[src/rtl/i2c_host_pkg.sv]
package i2c_host_pkg;
  localparam int REG_W  = 8;
  localparam int NREG   = 5;
  localparam int STRIDE = 4;

  localparam int IDX_OADR = 0;
  localparam int IDX_DIV  = 1;
  localparam int IDX_CTL  = 2;
  localparam int IDX_STS  = 3;
  localparam int IDX_DAT  = 4;

  localparam logic [REG_W-1:0] MASK_OADR = 8'hFE;
  localparam logic [REG_W-1:0] MASK_DIV  = 8'h3F;
  localparam logic [REG_W-1:0] MASK_CTL  = 8'hFC;
  localparam logic [REG_W-1:0] RX_EMPTY  = 8'hFF;

  localparam int C_EN = 7;
  localparam int C_IE = 6;
  localparam int C_MS = 5;
  localparam int C_TX = 4;
  localparam int C_RS = 2;

  localparam int S_BUSY = 5;
  localparam int S_ARB  = 4;
  localparam int S_PEND = 1;
  localparam int S_NACK = 0;

  typedef enum logic [1:0] {
    OP_START = 2'd0,
    OP_WRITE = 2'd1,
    OP_READ  = 2'd2,
    OP_STOP  = 2'd3
  } eng_op_e;

  // value stored by a normal control write; repeated start self-clears
  // when it closes an open transfer in master mode
  function automatic logic [REG_W-1:0] ctl_next(logic [REG_W-1:0] wd, logic xfer_open);
    logic [REG_W-1:0] v;
    v = wd & MASK_CTL;
    if (v[C_MS] && v[C_RS] && xfer_open) v[C_RS] = 1'b0;
    return v;
  endfunction

  function automatic logic [REG_W-1:0] status_pack(logic busy, logic arb, logic pend, logic nack);
    logic [REG_W-1:0] v;
    v = '0;
    v[S_BUSY] = busy;
    v[S_ARB]  = arb;
    v[S_PEND] = pend;
    v[S_NACK] = nack;
    return v;
  endfunction
endpackage

[src/rtl/i2c_host_decode.sv]
module i2c_host_decode
  import i2c_host_pkg::*;
#(
  parameter int AW = 5
) (
  input  logic [AW-1:0]               addr,
  input  logic [NREG-1:0][REG_W-1:0]  regs,
  output logic [NREG-1:0]             sel,
  output logic [REG_W-1:0]            rdata
);
  for (genvar i = 0; i < NREG; i++) begin : g_sel
    assign sel[i] = (addr == AW'(i * STRIDE));
  end

  always_comb begin
    rdata = '0;
    for (int i = 0; i < NREG; i++) begin
      if (sel[i]) rdata = rdata | regs[i];
    end
  end
endmodule

[src/rtl/i2c_host_seq.sv]
module i2c_host_seq
  import i2c_host_pkg::*;
(
  input  logic             clk,
  input  logic             rst_n,
  input  logic             go,
  input  logic [1:0]       go_op,
  input  logic [REG_W-1:0] go_byte,
  input  logic             go_stop_on_nack,
  output logic             eng_req,
  output logic [1:0]       eng_op,
  output logic [REG_W-1:0] eng_byte,
  input  logic             eng_done,
  input  logic             eng_ack,
  input  logic [REG_W-1:0] eng_rbyte,
  output logic             idle,
  output logic             fin,
  output logic             fin_ack,
  output logic [REG_W-1:0] fin_byte
);
  typedef enum logic [1:0] {SQ_IDLE, SQ_MAIN, SQ_TAIL} sq_e;

  sq_e              st_q;
  eng_op_e          op_q;
  logic [REG_W-1:0] byte_q;
  logic             son_q;
  logic             main_nack_tail;

  assign main_nack_tail = (st_q == SQ_MAIN) && eng_done && !eng_ack && son_q;

  always_ff @(posedge clk) begin
    if (!rst_n) begin
      st_q   <= SQ_IDLE;
      op_q   <= OP_STOP;
      byte_q <= '0;
      son_q  <= 1'b0;
    end else begin
      case (st_q)
        SQ_IDLE: if (go) begin
          st_q   <= SQ_MAIN;
          op_q   <= eng_op_e'(go_op);
          byte_q <= go_byte;
          son_q  <= go_stop_on_nack;
        end
        SQ_MAIN: if (eng_done) begin
          if (main_nack_tail) begin
            st_q <= SQ_TAIL;
            op_q <= OP_STOP;
          end else begin
            st_q <= SQ_IDLE;
          end
        end
        default: if (eng_done) st_q <= SQ_IDLE;
      endcase
    end
  end

  assign eng_req  = (st_q != SQ_IDLE);
  assign eng_op   = op_q;
  assign eng_byte = byte_q;
  assign idle     = (st_q == SQ_IDLE);
  assign fin      = eng_done && (((st_q == SQ_MAIN) && !main_nack_tail) || (st_q == SQ_TAIL));
  assign fin_ack  = (st_q == SQ_MAIN) && eng_ack;
  assign fin_byte = eng_rbyte;
endmodule

[src/rtl/i2c_host_ctl.sv]
module i2c_host_ctl
  import i2c_host_pkg::*;
#(
  parameter int AW = 5
) (
  input  logic             clk,
  input  logic             rst_n,
  input  logic             cpu_req,
  input  logic             cpu_we,
  input  logic [AW-1:0]    cpu_addr,
  input  logic [7:0]       cpu_wdata,
  output logic [7:0]       cpu_rdata,
  output logic             cpu_ready,
  output logic             eng_req,
  output logic [1:0]       eng_op,
  output logic [7:0]       eng_byte,
  input  logic             eng_done,
  input  logic             eng_ack,
  input  logic [7:0]       eng_rbyte,
  output logic             irq
);
  logic [REG_W-1:0] oadr_q, div_q, ctl_q, rx_q;
  logic             busy_q, arb_q, pend_q, nack_q, xfer_q;

  logic [NREG-1:0]             sel;
  logic [NREG-1:0][REG_W-1:0]  rd_vec;

  logic en, ie, ms, tx;
  assign en = ctl_q[C_EN];
  assign ie = ctl_q[C_IE];
  assign ms = ctl_q[C_MS];
  assign tx = ctl_q[C_TX];

  // named events
  logic wr_acc, rd_acc;
  logic ev_soft, ev_ctl_stop, ev_dw_op, ev_dr_op, ev_dr_master;
  logic needs_op, seq_go, commit, ev_raise;
  logic [1:0] go_op;

  logic seq_idle, seq_fin, seq_ack;
  logic [REG_W-1:0] seq_rbyte;

  assign wr_acc       = cpu_req && cpu_we;
  assign rd_acc       = cpu_req && !cpu_we;
  assign ev_soft      = wr_acc && sel[IDX_CTL] && en && !cpu_wdata[C_EN];
  assign ev_ctl_stop  = wr_acc && sel[IDX_CTL] && xfer_q &&
                        (ev_soft || !cpu_wdata[C_MS] || cpu_wdata[C_RS]);
  assign ev_dw_op     = wr_acc && sel[IDX_DAT] && en && ms;
  assign ev_dr_master = rd_acc && sel[IDX_DAT] && ms;
  assign ev_dr_op     = ev_dr_master && xfer_q && !tx;
  assign needs_op     = ev_ctl_stop || ev_dw_op || ev_dr_op;

  always_comb begin
    if (ev_ctl_stop)   go_op = OP_STOP;
    else if (ev_dr_op) go_op = OP_READ;
    else if (xfer_q)   go_op = OP_WRITE;
    else               go_op = OP_START;
  end

  assign seq_go    = needs_op && seq_idle;
  assign cpu_ready = cpu_req && (needs_op ? seq_fin : 1'b1);
  assign commit    = cpu_ready;
  assign ev_raise  = commit && en && ie && ((ev_dw_op && seq_ack) || ev_dr_op);

  i2c_host_seq u_seq (
    .clk             (clk),
    .rst_n           (rst_n),
    .go              (seq_go),
    .go_op           (go_op),
    .go_byte         (cpu_wdata),
    .go_stop_on_nack (ev_dw_op && xfer_q),
    .eng_req         (eng_req),
    .eng_op          (eng_op),
    .eng_byte        (eng_byte),
    .eng_done        (eng_done),
    .eng_ack         (eng_ack),
    .eng_rbyte       (eng_rbyte),
    .idle            (seq_idle),
    .fin             (seq_fin),
    .fin_ack         (seq_ack),
    .fin_byte        (seq_rbyte)
  );

  assign rd_vec[IDX_OADR] = oadr_q;
  assign rd_vec[IDX_DIV]  = div_q;
  assign rd_vec[IDX_CTL]  = ctl_q;
  assign rd_vec[IDX_STS]  = status_pack(busy_q, arb_q, pend_q, nack_q);
  assign rd_vec[IDX_DAT]  = rx_q;

  i2c_host_decode #(.AW(AW)) u_dec (
    .addr  (cpu_addr),
    .regs  (rd_vec),
    .sel   (sel),
    .rdata (cpu_rdata)
  );

  always_ff @(posedge clk) begin
    if (!rst_n) begin
      oadr_q <= '0;
      div_q  <= '0;
      ctl_q  <= '0;
      rx_q   <= '0;
      busy_q <= 1'b0;
      arb_q  <= 1'b0;
      pend_q <= 1'b0;
      nack_q <= 1'b0;
      xfer_q <= 1'b0;
    end else if (commit) begin
      if (wr_acc && sel[IDX_OADR]) oadr_q <= cpu_wdata & MASK_OADR;
      if (wr_acc && sel[IDX_DIV])  div_q  <= cpu_wdata & MASK_DIV;

      if (ev_raise) pend_q <= 1'b1;

      if (wr_acc && sel[IDX_STS]) begin
        if (!cpu_wdata[S_PEND]) pend_q <= 1'b0;
        if (!cpu_wdata[S_ARB])  arb_q  <= 1'b0;
      end

      if (ev_dw_op) begin
        nack_q <= !seq_ack;
        if (!xfer_q)      xfer_q <= seq_ack;
        else if (!seq_ack) xfer_q <= 1'b0;
      end

      if (ev_dr_master) rx_q <= ev_dr_op ? seq_rbyte : RX_EMPTY;

      if (wr_acc && sel[IDX_CTL]) begin
        if (ev_soft) begin
          div_q  <= '0;
          ctl_q  <= '0;
          rx_q   <= '0;
          busy_q <= 1'b0;
          arb_q  <= 1'b0;
          pend_q <= 1'b0;
          nack_q <= 1'b0;
          xfer_q <= 1'b0;
        end else begin
          ctl_q  <= ctl_next(cpu_wdata, xfer_q);
          busy_q <= cpu_wdata[C_MS];
          if (!cpu_wdata[C_MS] || cpu_wdata[C_RS]) xfer_q <= 1'b0;
        end
      end
    end
  end

  assign irq = pend_q;
endmodule

[config.mk]
export PLATFORM = sky130hd
export DESIGN_NAME = i2c_host_ctl
export DESIGN_NICKNAME = d
export VERILOG_FILES = /design/src/rtl/i2c_host_pkg.sv /design/src/rtl/i2c_host_decode.sv /design/src/rtl/i2c_host_seq.sv /design/src/rtl/i2c_host_ctl.sv
export SDC_FILE = /design/constraint.sdc
export NUM_CORES = 1
export LEC_CHECK = 0
export ABC_AREA = 1
export BUFFER_PORTS_ARGS = -buffer_cell sky130_fd_sc_hd__buf_2
export CORE_MARGIN = 5
export CORE_UTILIZATION = 60
export CTS_CLUSTER_SIZE = 28
export DETAILED_ROUTE_END_ITERATION = 10
export PLACE_DENSITY = 0.94
export SLEW_MARGIN = 20
export SYNTH_ARGS = -nofsm -noshare
export SYNTH_HDL_FRONTEND = slang
export SYNTH_HIERARCHICAL = 1
export SYNTH_SLANG_ARGS = --single-unit
[constraint.sdc]
create_clock -name clk -period 5.3 [get_ports clk]
set_input_delay 0.265 -clock clk [delete_from_list [all_inputs] [get_ports clk]]
set_output_delay 0.265 -clock clk [all_outputs]
set_load 0.1 [all_outputs]
* After elaboration in Yosys (flattened, before gate mapping) *
Cells that the tools add are included.

operators by class
  equal/unequal tests = 9
  bitwise operators = 4
  reductions and logical operators = 56
  muxes and demuxes = 46

operators by type and width
  cell                  number
  $mux W8               13
  $logic_and A1 B1 Y1   32
  $or A8 B8 Y8          3
  $mux W1               22
  $mux W2               9
  $eq A5 B4 Y1 const B  2
  $or A8 B6 Y8          1
  $pmux W2 S2           2
  $logic_not A1 Y1      7
  $logic_or A1 B1 Y1    7
  $reduce_and A2 Y1     3
  $reduce_bool A2 Y1    3
  $eq A5 B3 Y1 const B  1
  $eq A5 B5 Y1 const B  1
  $logic_not A5 Y1      1
  $ne A2 B2 Y1 const B  2
  $reduce_and A4 Y1     1
  $reduce_and A3 Y1     1
  $eq A2 B1 Y1 const B  1
  $eq A2 B2 Y1 const B  1
  $logic_not A2 Y1      1
  $ne A2 B1 Y1 const B  1

word-level totals
  register bits after elaboration = 49
  word-level logic and storage cells = 128

* Logic depth before layout (Yosys ltp) *
  depth after elaboration = 19
  gate-level depth with buffers = 17
  depth with buffers taken out = 17

* Cells and area by module *
Netlist, hierarchy kept.

modules (own cells, without submodules)
  module           times used  area each (sq um)  cells an instance
  i2c_host_ctl     1           1727.9             256
  i2c_host_seq     1           603.1              82
  i2c_host_decode  1           578.1              113

* Worst setup path before layout *
OpenSTA, ideal clock, no wires.

  path type = input -> output
  start point = input port cpu_addr[4]
  end point = output port cpu_ready
  path slack = 3026 ps
  path buffers = 2
  data arrival time = 2009 ps
  stages on the path = 14
  data required time = 5035 ps
  path through = buf_2 nor2_4 buf_6 nand2_4 inv_1 inv_1 nor2_4 nand2_2 nand3_2 nand2_1 nand3_2 nand2_4 nand2_4 inv_1

between the ends
  longest elaborated chain between the ends = 11
  elaborated cells on any way between the ends = 20
  classes of those cells = eq/ne: 2; mux: 1; reduce/logical: 17

ends and longest elaborated chain
  item                                  line                                    RTL
  start: declaration                    i2c_host_ctl.sv:10                      input logic [AW-1:0] cpu_addr,
  $eq A5 B4 Y1 (*)                      i2c_host_decode.sv:12                   assign sel[i] = (addr == AW'(i * STRIDE));
  named net sel[2]                      i2c_host_ctl.sv:25                      logic [NREG-1:0] sel;
  $logic_and A1 B1 Y1 (*)               i2c_host_ctl.sv:45, i2c_host_ctl.sv:46
  $logic_and A1 B1 Y1 (2 in series)     i2c_host_ctl.sv:45                      assign ev_soft = wr_acc && sel[IDX_CTL] && en && !cpu_wdata[C_EN];
  $logic_or A1 B1 Y1 (2 in series)      i2c_host_ctl.sv:47                      (ev_soft || !cpu_wdata[C_MS] || cpu_wdata[C_RS]);
  $logic_and A1 B1 Y1 (*)               i2c_host_ctl.sv:46                      assign ev_ctl_stop = wr_acc && sel[IDX_CTL] && xfer_q &&
  $logic_or A1 B1 Y1 (*) (2 in series)  i2c_host_ctl.sv:51                      assign needs_op = ev_ctl_stop || ev_dw_op || ev_dr_op;
  $mux W1 (*)                           i2c_host_ctl.sv:61                      assign cpu_ready = cpu_req && (needs_op ? seq_fin : 1'b1);
  $logic_and A1 B1 Y1 (*)               i2c_host_ctl.sv:61
  end: declaration                      i2c_host_ctl.sv:13                      output logic cpu_ready,

The timed path passes the listed nets; every way through them passes the cells marked *.

* Worst setup path in the final report *
  start point = input port cpu_addr[3]
  end point = output port cpu_ready

The elaborated chain is that of the path after synthesis.

==> results list <==
- Required time reported for the critical path endpoint: 5040 ps
- The critical path is of the in -> out type.
* Area after DPL: 0.00305 mm^2
* Iteration-0 DRC Markers: between 200 and 250
* Die Ht: ~80 um
* Critical Path AT: around 2900 ps
- Dividing the final minimum period by the clock period gives between 50% and 60%.
- Clock sink count: 46
* Die area: around 0.0063 mm^2
- GR Util All Layers: about a quarter
- Number of synthesized register bits: 46
* Worst voltage drop across the vdd grid: between 0.1 and 0.15 mV
- Endpoint of the lowest-slack register-to-register path: rx_q[7]$_SDFFE_PN0N_
- The number of global-route vias before repair was approximately 2600.
- For this design the ratio of total power to cell area is 217 mW/mm^2.
* Highest clock rate: between 300 and 400 MHz
* Share of layout cells above drive strength 1: about 18%
- The final max-slew violation count came to 0.
- For hold timing, the worst endpoint is u_seq/eng_byte[0]$_SDFFE_PN0P_.
* TNS Setup: 0 ps
- Averaged over all synthesized cells, the footprint is between 6 and 7 um^2.
* Number of non-filler instances in the completed layout: 550
- Number of H-tree levels: 2
- Clock latency on the worst-skew pair: 310 ps
- Global route overflow: 0
- At the pin with the least slew margin, the transition time is slightly above 600 ps.
- Average wire per cell in the routed design: between 10 and 15 um
- Of the synthesized area, sequential elements account for approximately a third.
* Router iterations before antenna repair: 5
- Clock-pin slew was measured on the worst setup and hold paths at ~90 ps.
* Final routed wirelength across all metal layers: 7.06 mm
- Synth cell types: 32
* Largest stage delay, worst path: about 350 ps
* Post-CTS Hold Buffers: 0
- Port Buf Inserts: between 40 and 50
* Number of cells on the worst reg-to-reg path: 11
- Startpoint class of the critical path: input pin
* Placer's final routability congestion estimate: 0.924
* Async set-reset flop share out of synthesis: 0%
* Clock skew after layout: around 7.4 ps
* Crit path cell chain: buf_2 > inv_2 > nor2_4 > nand2_4 > inv_1 > inv_1 > nor2_4 > nand2_2 > nand3_2 > nand2_1 > nand3_2 > nand2_4 > nand2_4 > inv_1 > buf_2
* Max-cap violations: 0
* Diodes inserted: 0
- DRC Markers: 0
- R2R setup slack: 3160 ps
- Number of buffers added for setup after CTS: 0
- Post-synthesis instance area: just under 0.003 mm^2
- Number of nets with antenna violations after routing: 0
- Setup slack on the critical path of the routed design comes to 2150 ps.
* Syn. warnings: 6
- Maximum number of pins on one net before global-route repair: 37
- The analysis attributes to cell leakage a power of approximately 0.0015 uW.
* Worst slack at placement: 2200 ps
* Total count of hold-check failures in the final report: 0
- Clock tree synthesis inserted a total of 5 buffers.
- Filler instances: 418
- Hold Slack: 247 ps
* Beginning of the worst register-to-register path: ctl_q[7]$_SDFFE_PN0P_
- The total area inside the core boundary comes to ~0.0047 mm^2.
- STA classifies the critical path endpoint as an output port.
* Dominant register cell in the synthesized netlist: dfxtp_1
- Clock tree from TritonCTS: built
- The number of antenna violations at the first check in global routing came to 0.
- The run finished with clean final reports.
- Tightest Hold Check Type: in -> reg
- Along the worst path, the maximum fanout reaches 31.
- Min-Delay Path Depth: 3
- First-pass GRT wire length: roughly 12 mm
* Number of gates given a new drive strength after cts: 0
* CTS root buf: clkbuf_8
* Area added between synthesis and finish: 8.86%
* I/O pin count: 48
* Average vias per placed instance: between 5 and 6
- Minimum clock period: 3150 ps
* Detail Placement HPWL: between 5 and 6 mm
- Die boundary width: 79.6 um
- Number of enable flip-flop cells after synthesis: 0
* RSZ-0062 raised after global routing: no
- The finished cells cover 0.00317 mm^2.
- Synthesis produced about 450 cells.
- Remaining max-slew budget at the tightest pin: 58.7%
- # rows: 25
- Via count: roughly 2900
- Once the floorplan was initialized, standard cells occupied between 60% and 70% of the core.
* Number of endpoints failing setup at the final stage: 0
- Number of nets in the layout: 509
- Cell with the biggest individual delay on the critical path: nor2_4
* HP Start: cpu_wdata[0]
- The clock passes through at most 2 buffers.
- Cell count after placement: between 500 and 600
[Yosys cell counts, types with 2 or more instances]
| cell type | number | area share, % |
|---|---|---|
| dfxtp_1 | 46 | 32 |
| o21ai_0 | 9 | 1.5 |
| a21oi_1 | 31 | 5.3 |
| nand3_2 | 3 | 1.0 |
| a21oi_2 | 6 | 1.8 |
| inv_2 | 3 | 0.39 |
| inv_1 | 57 | 7.4 |
| nor2_4 | 6 | 2.3 |
| buf_6 | 6 | 2.3 |
| nor2_2 | 4 | 0.86 |
| nor2_1 | 68 | 8.8 |
| nand2_1 | 95 | 12 |
| o21ai_1 | 8 | 1.4 |
| nand4_1 | 24 | 5.2 |
| nand2_2 | 2 | 0.43 |
| nand2_4 | 6 | 2.3 |
| buf_4 | 10 | 2.6 |
| o211ai_1 | 2 | 0.52 |
| clkinv_1 | 3 | 0.39 |
| clkbuf_1 | 7 | 0.90 |
| or2_0 | 10 | 2.2 |
| buf_2 | 5 | 0.86 |
| nand3_1 | 30 | 5.2 |
| nor4_1 | 2 | 0.43 |
[critical path: cells and delay by family]
kind / cells / cell delay [ps]
AND/OR/NAND/NOR: 9 / 1850
buffers and inverters: 6 / 740
[per-stage QoR]
step / utilization [%] / total power [uW]
floorplan: - / 414
detailed placement: 64.6 / 431
global route: 67.0 / 713
CTS: 67.0 / 690
finish: 67.0 / 689
global placement: 64.6 / 429
[cell type report]
cell class / instances / area [um^2] / share of cell area [%]
Inverter: 63 / 236 / 7.47
Multi-Input combinational cell: 319 / 1580 / 49.8
Tap cell: 67 / 83.8 / 2.65
Clock buffer: 5 / 68.8 / 2.17
Timing Repair Buffer: 47 / 235 / 7.43
Clock inverter: 3 / 45.0 / 1.42
Sequential cell: 46 / 921 / 29.1
[power by group]
group          switching [uW]  total [uW]  internal, uW  leakage, uW
combinational            52.5        72.3          19.8      0.00106
sequential               3.72         353           349     0.000372
clock                     124         264           140    0.0000504
[registers in the layout, indices dropped and copies added (netlist names)]
signal,cells
ctl_q,6
oadr_q,7
irq,1
u_seq/son_q,1
div_q,8
arb_q,1
rx_q,8
nack_q,1
xfer_q,1
u_seq/eng_byte,8
u_seq/st_q,2
u_seq/eng_op,2
[kinds of logic (layout without fill, tap and decap cells)]
group | after synthesis | in the layout | synth area share [%]
AOI/OAI and AO/OA | 57 | 57 | 10.8
buffers and inverters | 92 | 118 | 14.9
DFF | 46 | 46 | 31.7
other | 1 | 7 | 0.129
and+or+nand+nor | 255 | 255 | 42.5
[cells in the final DEF (no fill, tap or decap)]
cell	synthesis	routed
conb_1	1	7
o211ai_1	2	2
o21ai_1	8	8
nand2_2	2	2
inv_2	3	3
nor4_1	2	2
nand4_1	24	24
nor3_2	1	1
o21ai_0	9	9
nand3_1	30	30
nand2_4	6	6
buf_2	5	47
nor3_1	1	1
bufinv_16	0	1
clkinvlp_4	0	2
a21oi_1	31	31
nor3b_1	1	1
nor2_1	68	68
nor2_4	6	6
a21boi_1	1	1
inv_1	57	57
a21oi_2	6	6
nand2_1	95	95
dfxtp_1	46	46
clkbuf_8	0	5
nor2_2	4	4
nand3_2	3	3
clkinv_1	3	3
or2_0	10	10
nor3_4	1	1
or2_2	1	1
[worst max-delay path by stage]
stage                      to  slack (ps)        start  cells past startpoint
global route        cpu_ready        1940  cpu_addr[3]                     15
global placement    cpu_ready        2310  cpu_addr[4]                     14
floorplan           cpu_ready        3030  cpu_addr[4]                     14
finish              cpu_ready        2150  cpu_addr[3]                     15
CTS                 cpu_ready        2180  cpu_addr[3]                     15
detailed placement  cpu_ready        2200  cpu_addr[3]                     15
[routing by layer]
metal / vias to the layer above / track usage, % / wire length (um)
met4: 0 / 7.90 / 135
met1: 1257 / 31.8 / 3200
met5: - / 0 / 0
li1: 1469 / - / -
met3: 13 / 4.18 / 524
met2: 113 / 37.1 / 3200
No activity file was read; power rests on OpenSTA's default activity.
